$ cat config.mk
export PLATFORM = sky130hd
export DESIGN_NAME = uart_chan_router
export DESIGN_NICKNAME = d
export VERILOG_FILES = /design/src/rtl/ucr_pkg.sv /design/src/rtl/ucr_ctrl_regs.sv /design/src/rtl/ucr_space.sv /design/src/rtl/ucr_steer.sv /design/src/rtl/uart_chan_router.sv
export SDC_FILE = /design/constraint.sdc
export NUM_CORES = 1
export LEC_CHECK = 0
export ABC_AREA = 1
export CORE_MARGIN = 4
export CORE_UTILIZATION = 40
export DETAILED_ROUTE_END_ITERATION = 6
export PLACE_DENSITY = 0.8
export SYNTH_ARGS = -nofsm -noshare
export SYNTH_HDL_FRONTEND = slang
export SYNTH_SLANG_ARGS = --single-unit
$ cat constraint.sdc
create_clock -name clk -period 1.45 [get_ports clk]
set_input_delay 0.29 -clock clk [delete_from_list [all_inputs] [get_ports clk]]
set_output_delay 0.29 -clock clk [all_outputs]
set_load 0.01 [all_outputs]
$ cat src/rtl/ucr_pkg.sv
package ucr_pkg;
  typedef enum logic [1:0] {
    CH_NORMAL = 2'd0,
    CH_ECHO   = 2'd1,
    CH_LOCAL  = 2'd2,
    CH_REMOTE = 2'd3
  } chan_mode_e;

  typedef enum logic [1:0] {
    SEL_CTRL = 2'd0,
    SEL_MODE = 2'd1,
    SEL_DATA = 2'd2,
    SEL_NONE = 2'd3
  } host_sel_e;

  localparam int HW_W      = 10;
  localparam int BYTE_W    = 8;
  localparam int CB_TXRST  = 1;
  localparam int CB_TXEN   = 4;
  localparam int CB_TXDIS  = 5;
  localparam int MODE_LSB  = 8;
  localparam logic [8:0] CTRL_RESET = 9'h128;
  localparam int EVT_W     = 13;
  localparam int EVT_RXOVR = 5;
  localparam int EVT_TXOVR = 12;
endpackage

$ cat src/rtl/ucr_ctrl_regs.sv
module ucr_ctrl_regs
  import ucr_pkg::*;
(
  input  logic       clk,
  input  logic       rst,
  input  logic       host_wr,
  input  logic [1:0] host_sel,
  input  logic       wr_txrst,
  input  logic       wr_txen,
  input  logic       wr_txdis,
  input  logic [1:0] wr_mode,
  output chan_mode_e mode,
  output logic       tx_ok,
  output logic       tx_flush,
  output logic       host_data_wr
);
  logic en_q, dis_q, flush_q;
  chan_mode_e mode_q;
  logic ctrl_wr, mode_wr;

  assign ctrl_wr      = host_wr && (host_sel == SEL_CTRL);
  assign mode_wr      = host_wr && (host_sel == SEL_MODE);
  assign host_data_wr = host_wr && (host_sel == SEL_DATA);

  always_ff @(posedge clk) begin
    if (rst) begin
      en_q    <= CTRL_RESET[CB_TXEN];
      dis_q   <= CTRL_RESET[CB_TXDIS];
      flush_q <= 1'b0;
      mode_q  <= CH_NORMAL;
    end else begin
      flush_q <= ctrl_wr && wr_txrst;
      if (ctrl_wr) begin
        en_q  <= wr_txen;
        dis_q <= wr_txdis;
      end
      if (mode_wr) mode_q <= chan_mode_e'(wr_mode);
    end
  end

  assign mode     = mode_q;
  assign tx_ok    = en_q && !dis_q;
  assign tx_flush = flush_q;

  // a flush pulse always traces back to a control write carrying the reset bit
  a_r10_flush_source: assert property (@(posedge clk) disable iff (rst)
    tx_flush |-> $past(host_wr && host_sel == SEL_CTRL && wr_txrst));
endmodule

$ cat src/rtl/ucr_space.sv
module ucr_space
  import ucr_pkg::*;
#(
  parameter int DEPTH = 64,
  localparam int CW = $clog2(DEPTH + 1)
)(
  input  logic [CW-1:0] rx_level,
  input  logic [CW-1:0] tx_level,
  input  logic          rx_pend,
  input  logic          tx_pend,
  input  logic          flush_pend,
  input  chan_mode_e    mode,
  output logic          rx_room,
  output logic          tx_room,
  output logic          line_ready
);
  logic [CW:0] rx_eff, tx_eff;

  always_comb begin
    rx_eff = {1'b0, rx_level} + (CW+1)'(rx_pend);
    if (flush_pend) tx_eff = (CW+1)'(tx_pend);
    else            tx_eff = {1'b0, tx_level} + (CW+1)'(tx_pend);
  end

  assign rx_room = rx_eff < (CW+1)'(DEPTH);
  assign tx_room = tx_eff < (CW+1)'(DEPTH);

  always_comb begin
    unique case (mode)
      CH_NORMAL: line_ready = rx_room;
      CH_ECHO:   line_ready = rx_room && tx_room;
      CH_LOCAL:  line_ready = 1'b1;
      default:   line_ready = tx_room;
    endcase
  end
endmodule

$ cat src/rtl/ucr_steer.sv
module ucr_steer
  import ucr_pkg::*;
(
  input  logic              clk,
  input  logic              rst,
  input  chan_mode_e        mode,
  input  logic              tx_ok,
  input  logic              host_data_wr,
  input  logic [BYTE_W-1:0] host_byte,
  input  logic              line_fire,
  input  logic [BYTE_W-1:0] line_byte,
  input  logic              rx_room,
  input  logic              tx_room,
  output logic              rx_push,
  output logic [BYTE_W-1:0] rx_data,
  output logic              tx_push,
  output logic [BYTE_W-1:0] tx_data,
  output logic              ovr
);
  logic              rx_n, tx_n, ovr_n;
  logic [BYTE_W-1:0] rx_d_n, tx_d_n;

  always_comb begin
    rx_n   = 1'b0;
    tx_n   = 1'b0;
    ovr_n  = 1'b0;
    rx_d_n = line_byte;
    tx_d_n = line_byte;
    unique case (mode)
      CH_NORMAL: begin
        rx_n   = line_fire;
        tx_d_n = host_byte;
        if (host_data_wr && tx_ok) begin
          if (tx_room) tx_n  = 1'b1;
          else         ovr_n = 1'b1;
        end
      end
      CH_ECHO: begin
        rx_n = line_fire;
        tx_n = line_fire && tx_ok;
      end
      CH_LOCAL: begin
        rx_d_n = host_byte;
        if (host_data_wr) begin
          if (rx_room) rx_n  = 1'b1;
          else         ovr_n = 1'b1;
        end
      end
      default: begin
        tx_n = line_fire && tx_ok;
      end
    endcase
  end

  always_ff @(posedge clk) begin
    if (rst) begin
      rx_push <= 1'b0;
      tx_push <= 1'b0;
      ovr     <= 1'b0;
      rx_data <= '0;
      tx_data <= '0;
    end else begin
      rx_push <= rx_n;
      tx_push <= tx_n;
      ovr     <= ovr_n;
      if (rx_n) rx_data <= rx_d_n;
      if (tx_n) tx_data <= tx_d_n;
    end
  end

  // an echoed line byte always reaches the receive side on the next cycle
  a_r3_echo_pair: assert property (@(posedge clk) disable iff (rst)
    (line_fire && mode == CH_ECHO) |=> rx_push);

  // host data in echo or remote loopback produces no push
  a_r6_host_ignored: assert property (@(posedge clk) disable iff (rst)
    (host_data_wr && (mode == CH_ECHO || mode == CH_REMOTE) && !line_fire)
      |=> (!rx_push && !tx_push));

  // a dropped push never coincides with a transmit push
  a_r8_drop_no_tx: assert property (@(posedge clk) disable iff (rst)
    ovr |-> !tx_push);

  // a line byte in local loopback is discarded
  a_r4_local_discard: assert property (@(posedge clk) disable iff (rst)
    (line_fire && !host_data_wr && mode == CH_LOCAL) |=> (!rx_push && !tx_push));
endmodule

$ cat src/rtl/uart_chan_router.sv
module uart_chan_router
  import ucr_pkg::*;
#(
  parameter int DEPTH = 64,
  localparam int CW = $clog2(DEPTH + 1)
)(
  input  logic              clk,
  input  logic              rst,
  input  logic              host_wr,
  input  logic [1:0]        host_sel,
  input  logic [HW_W-1:0]   host_wdata,
  input  logic              line_valid,
  output logic              line_ready,
  input  logic [BYTE_W-1:0] line_data,
  input  logic [CW-1:0]     rx_level,
  input  logic [CW-1:0]     tx_level,
  output logic              rx_push,
  output logic [BYTE_W-1:0] rx_push_data,
  output logic              tx_push,
  output logic [BYTE_W-1:0] tx_push_data,
  output logic              tx_flush,
  output logic [EVT_W-1:0]  evt_set
);
  chan_mode_e mode;
  logic tx_ok, host_data_wr, rx_room, tx_room, ovr, line_fire;

  ucr_ctrl_regs u_regs (
    .clk          (clk),
    .rst          (rst),
    .host_wr      (host_wr),
    .host_sel     (host_sel),
    .wr_txrst     (host_wdata[CB_TXRST]),
    .wr_txen      (host_wdata[CB_TXEN]),
    .wr_txdis     (host_wdata[CB_TXDIS]),
    .wr_mode      (host_wdata[MODE_LSB+1:MODE_LSB]),
    .mode         (mode),
    .tx_ok        (tx_ok),
    .tx_flush     (tx_flush),
    .host_data_wr (host_data_wr)
  );

  ucr_space #(.DEPTH(DEPTH)) u_space (
    .rx_level   (rx_level),
    .tx_level   (tx_level),
    .rx_pend    (rx_push),
    .tx_pend    (tx_push),
    .flush_pend (tx_flush),
    .mode       (mode),
    .rx_room    (rx_room),
    .tx_room    (tx_room),
    .line_ready (line_ready)
  );

  assign line_fire = line_valid && line_ready;

  ucr_steer u_steer (
    .clk          (clk),
    .rst          (rst),
    .mode         (mode),
    .tx_ok        (tx_ok),
    .host_data_wr (host_data_wr),
    .host_byte    (host_wdata[BYTE_W-1:0]),
    .line_fire    (line_fire),
    .line_byte    (line_data),
    .rx_room      (rx_room),
    .tx_room      (tx_room),
    .rx_push      (rx_push),
    .rx_data      (rx_push_data),
    .tx_push      (tx_push),
    .tx_data      (tx_push_data),
    .ovr          (ovr)
  );

  always_comb begin
    evt_set            = '0;
    evt_set[EVT_RXOVR] = ovr;
  end

  // transmit pushes only follow a cycle with transmit enabled
  a_r7_tx_gated: assert property (@(posedge clk) disable iff (rst)
    tx_push |-> $past(tx_ok));

  // a receive push never lands on a full receive FIFO
  a_r9_rx_space: assert property (@(posedge clk) disable iff (rst)
    rx_push |-> (rx_level < CW'(DEPTH)));

  // a transmit push never lands on a full transmit FIFO unless it is being emptied
  a_r9_tx_space: assert property (@(posedge clk) disable iff (rst)
    (tx_push && !tx_flush) |-> (tx_level < CW'(DEPTH)));
endmodule

After elaboration in Yosys (flattened, before gate mapping)
Cells that the tools add are included.

storage, ports and cells
  ROM bits = 0
  bits in latches = 0
  register bits = 24
  RAM bits = 0
  output and inout port bits = 33
  word-level logic and storage cells = 45
  memories = 0

cells by class
  eq/ne operators = 4
  mux-type cells = 15
  bitwise logic cells = 0
  reductions and logical operators = 13
  multiply operators = 0
  $add $sub $neg = 2
  shift-type cells = 0
  div/mod/pow operators = 0
  order comparisons = 2

operators by type and width
  kind                count
  $mux 8              3
  $add 7x1->8         2
  $lt 8x7->1 const B  2
  $logic_and 1x1->1   9
  $mux 1              8
  $pmux 1 s2          3
  $eq 2x1->1 const B  2
  $eq 2x2->1 const B  2
  $logic_not 2->1     2
  $pmux 1 s3          1
  $reduce_or 2->1     1
  $logic_not 1->1     1

Depth between registers and ports, before layout
  depth after elaboration = 8
  gate-level depth with buffers = 10
  depth with buffers taken out = 9

By module
Synthesis repeated with hierarchy kept, for this count alone.

second synthesis, totals
  cell total of the unflattened synthesis = 243
  area, all modules = 1481.4 um2

by module, submodules not included
  module            seq. area each (um2)  cells each  instances  area each (um2)
  ucr_steer         380.4                 167         1          1049.8
  ucr_ctrl_regs     100.1                 34          1          224.0
  uart_chan_router  0.0                   16          1          108.9
  ucr_space         0.0                   26          1          98.8

Worst setup path after synthesis
OpenSTA, ideal clock, no wires.

  path type = register -> register
  from = reg u_steer.tx_push
  to = reg u_steer.rx_data[6]
  arrival = 1.214 ns
  cell stages (with the launch flop) = 11
  required time = 1.335 ns
  slack = 0.121 ns
  setup time = 0.115 ns
  cells stage by stage = dfxtp_1 -> nand2_1 -> nor2_1 -> nand2_1 -> nand2_1 -> nand3_1 -> nand4_2 -> buf_4 -> nand3_1 -> nand2_1 -> nor2_1

between the ends
  longest elaborated chain between the ends = 7

ends and longest elaborated chain
  item                    RTL line                RTL
  start, declared         ucr_steer.sv:16         output logic tx_push,
  start signal, assigned  ucr_steer.sv:64         tx_push <= tx_n;
  $add 7x1->8             ucr_space.sv:22         else tx_eff = {1'b0, tx_level} + (CW+1)'(tx_pend);
  $mux 8 (*)              ucr_space.sv:21         if (flush_pend) tx_eff = (CW+1)'(tx_pend);
  $lt 8x7->1 (*)          ucr_space.sv:26         assign tx_room = tx_eff < (CW+1)'(DEPTH);
  $logic_and 1x1->1       ucr_space.sv:31         CH_ECHO: line_ready = rx_room && tx_room;
  $pmux 1 s3 (*)          ucr_space.sv:29         unique case (mode)
  $logic_and 1x1->1 (*)   uart_chan_router.sv:54  assign line_fire = line_valid && line_ready;
  $pmux 1 s2 (*)          ucr_steer.sv:29         unique case (mode)
  end signal, assigned    ucr_steer.sv:66         if (rx_n) rx_data <= rx_d_n;
  end, declared           ucr_steer.sv:15         output logic [BYTE_W-1:0] rx_data,

Every way passes the cells marked *; elsewhere a longest branch is shown, timed or not.
A chain may end at the register's enable or synchronous reset.

Worst setup path in the final report
  from = reg u_steer.rx_push
  to = out line_ready

between the ends
  longest elaborated chain between the ends = 4

ends and longest elaborated chain
  item                    RTL line                RTL
  start, declared         ucr_steer.sv:14         output logic rx_push,
  start signal, assigned  ucr_steer.sv:63         rx_push <= rx_n;
  $add 7x1->8 (*)         ucr_space.sv:20         rx_eff = {1'b0, rx_level} + (CW+1)'(rx_pend);
  $lt 8x7->1 (*)          ucr_space.sv:25         assign rx_room = rx_eff < (CW+1)'(DEPTH);
  $logic_and 1x1->1       ucr_space.sv:31
  $pmux 1 s3 (*)          ucr_space.sv:29
  end, declared           uart_chan_router.sv:13  output logic line_ready,

Marked as above.

==> impl_metrics.csv <==
group,metric,value,unit
sta,fmax,0.651,GHz
status,failed_checks,"setup timing",
floorplanning,floorplan.die_area,4640,µm²
place,dp_hpwl,2.81,mm
global_route,antenna_violations_before_repair,0,
cts,path_clk_slew,140,ps
setup_path,worst_ep_arrival_time,1250,ps
place,place_area,2120,µm²
cts,clockRootBuffer,"clkbuf_4",
logic_synthesis,post-synth-top-area-fraction,33.2,%
logic_synthesis,ys_ff_latch,24,
logic_synthesis,yosys.area.top_type,"dfxtp_1",
setup_path,ff2ff_path_depth,12,
logic_synthesis,synthArstFlopShare,0,%
place,buffer_ports.inserted,58,
global_route,grt-busiest-layer,"met2",
setup_path,timing.critical_path.required,1160,ps
sta,period_share,106,%
place,gp_congestion,0.799,
cells_and_area,antenna_cells,0,
power_and_ir_drop,power.density,618,nW/µm²
sta,finalMaxSlewViolations,0,
global_route,first_global_vias,1355,
cts,cts.sink_count,24,
setup_path,crit-reg2reg-capture,"u_steer.rx_data[0]$_SDFFE_PP0P_",
logic_synthesis,synthMostInstantiatedCell,"nand2_1",
logic_synthesis,syn_avg_cell_area,6.34,µm²
status,status,"complete, but fails checks",
cts,htreeDepth,1,
drt,avgViaCountPerCell,4.74,
global_route,remaining_global_route_overflow,0,
sta,clock-skew-final,9.91,ps
setup_path,r2r_setup_slack,-60,ps
global_route,grt.met3_usage,2.13,%
drt,totalWireLength,4.47,mm
drt,drtPass1Iterations,4,
cts,cts.hold.buffers_added,0,
floorplanning,die-height,68.1,µm
sta,timing_hold_violations_final,0,
hold_path,class_of_the_tightest_hold_or_removal_check,"flip-flop to flip-flop",
floorplanning,initial_utilization,42.3,%
cts,tritoncts.num_buffers,3,
setup_path,cp_max_fo,2,
logic_synthesis,ys_seq_area_share,33.2,%
hold_path,hold-path-cell-count,2,
drt,vias,1662,
sta,final.setup.worst_slack,-85.6,ps
cts,clock_tree_from_tritoncts,"done",
power_and_ir_drop,vdd_ir_drop_max,0.000411,V
sta,setup_total_negative_slack,-450,ps
logic_synthesis,netlist_top_cells_area,"dfxtp_1 (33%), nand2_1 (12%), inv_1 (10%)",
logic_synthesis,synth.cells.most_frequent,"nand2_1 (45), inv_1 (39), a21oi_1 (25), nor2_1 (25), dfxtp_1 (24)",
sta,timing.hold.ws,467,ps
cells_and_area,syn_to_final_growth,63.9,%
drt,post-route-drc-count,0,
global_route,grt_use_met1,22.6,%
cells_and_area,final_layout_size_suffix_gt1_share,19.7,%
floorplanning,fp.dieW,68.1,µm
global_route,met2_usage,26.0,%
hold_path,hold_start,"u_regs.en_q$_SDFFE_PP0P_",
setup_path,kind_of_critical_path,"flip-flop to primary output",
floorplanning,coreArea,3420,µm²
cells_and_area,design_area,2370,µm²
drt,average_wire_length_per_cell_after_detail_routing,12.7,µm
global_route,grt.total_usage,16.1,%
cts,clkLatencyLatePin,320,ps
logic_synthesis,ys_dominant_reg_cell,"dfxtp_1",
sta,period_needed,1540,ps
flow_run,cap_violations,0,
drt,route.antenna.remaining_nets,0,
setup_path,endpoint_kind,"primary output",
logic_synthesis,postSynthCellCount,228,
global_route,grt_pass1_wl,5.78,mm
logic_synthesis,ys_warn_count,0,
place,placement.setup.worst_slack,-542,ps
sta,rsz0062_at_grt,"yes",
logic_synthesis,yosys_cell_types,20,
power_and_ir_drop,totalPowerFinal,0.00146,W
drt,drt_first_iter_violations,135,
hold_path,holdPathEnd,"u_regs.en_q$_SDFFE_PP0P_",
cells_and_area,nets,344,
global_route,grt_max_degree,18,
logic_synthesis,netlist_area,1450,µm²
setup_path,timing.rr.start,"u_steer.tx_push$_SDFF_PP0_",
floorplanning,ioPinCount,71,
floorplanning,rows,21,
logic_synthesis,number_of_synthesized_flops_with_an_enable_pin,0,
sta,setup_viol,15,
cts,cts_buffer_depth,2,
power_and_ir_drop,static-leakage-power,1.25,nW
setup_path,worst_setup_sp_type,"flip-flop",
-- where the power goes --
group / internal [W] / leakage [nW] / switching (W)
clock network: 0.000153 / 0.0210 / 0.000211
logic: 0.000201 / 1.03 / 0.000197
registers: 0.000686 / 0.197 / 0.0000154
total: 0.00104 / 1.25 / 0.000423
-- state kept, by name, indices dropped and copies added (netlist names) --
signal           flops
u_steer.rx_push      1
u_steer.rx_data      8
u_steer.tx_data      8
u_steer.ovr          1
u_regs.mode          2
u_regs.tx_flush      1
u_regs.en_q          1
u_steer.tx_push      1
u_regs.dis_q         1
-- critical path, cell delays in order, from the launching register on --
cell and delay, ps:
dfxtp_2 350, inv_1 30, nor2_1 80, nand2_1 90, nand2_2 100, nand2_2 60, nand2_1 60, inv_1 30
buf_2 130
-- worst max-delay path by stage --
| stage | from | end |
|---|---|---|
| 2_1_floorplan | u_steer.tx_push$_SDFF_PP0_ | u_steer.rx_data[6]$_SDFFE_PP0P_ |
| 3_3_place_gp | tx_level[4] | line_ready |
| 3_5_place_dp | tx_level[1] | line_ready |
| 4_1_cts | u_steer.tx_push$_SDFF_PP0_ | line_ready |
| 5_1_grt | u_steer.rx_push$_SDFF_PP0_ | line_ready |
| 6_report | u_steer.rx_push$_SDFF_PP0_ | line_ready |
-- final cells by class --
cell class	count	area [µm²]
well taps	46	57.6
clock buffers	4	36.3
flip-flops and latches	24	484
multi-input cells	156	818
inverters	40	153
repair buffers	81	820
fillers	304	1050
-- cells in the final DEF (no fill, tap or decap), types with 6 or more instances in the layout --
| cell | count |
|---|---|
| a21oi_1 | 21 |
| o21ai_0 | 16 |
| nand2_1 | 41 |
| nand3_2 | 7 |
| buf_4 | 15 |
| dfxtp_1 | 21 |
| nand2_2 | 6 |
| nor2_1 | 23 |
| clkdlybuf4s50_1 | 25 |
| nand3_1 | 13 |
| inv_1 | 38 |
| dlygate4sd2_1 | 32 |
| conb_1 | 12 |
-- per-layer routing --
layer / part of all wire (%) / wire [µm]
met3: 6.8 / 304
met2: 51 / 2290
met5: 0 / 0
met4: 0.78 / 35
met1: 41 / 1830
-- what timing repair did --
| item | CTS | global route |
|---|---|---|
| gates cloned | 0 | 6 |
| setup endpoints to repair | 32 | 17 |
| gates resized for setup | 42 | 23 |
| pin swaps | 15 | 12 |
| buffers inserted | 1 | 2 |
-- stage by stage --
stage | std cells | utilization, %
after detailed placement | 338 | 62.0
final | 351 | 69.3
after global routing | 351 | 69.3
after CTS | 343 | 62.5
after global placement | 338 | 62.0
after floorplan | 239 | -
-- cell families after synthesis --
family          count (synthesis)  synth area share [%]
compound gates                 41                  14.2
other cells                     1                 0.259
simple gates                  101                  31.4
flops                          24                  33.2
buf+inv                        61                  20.9
No activity file was read; power rests on OpenSTA's default activity.
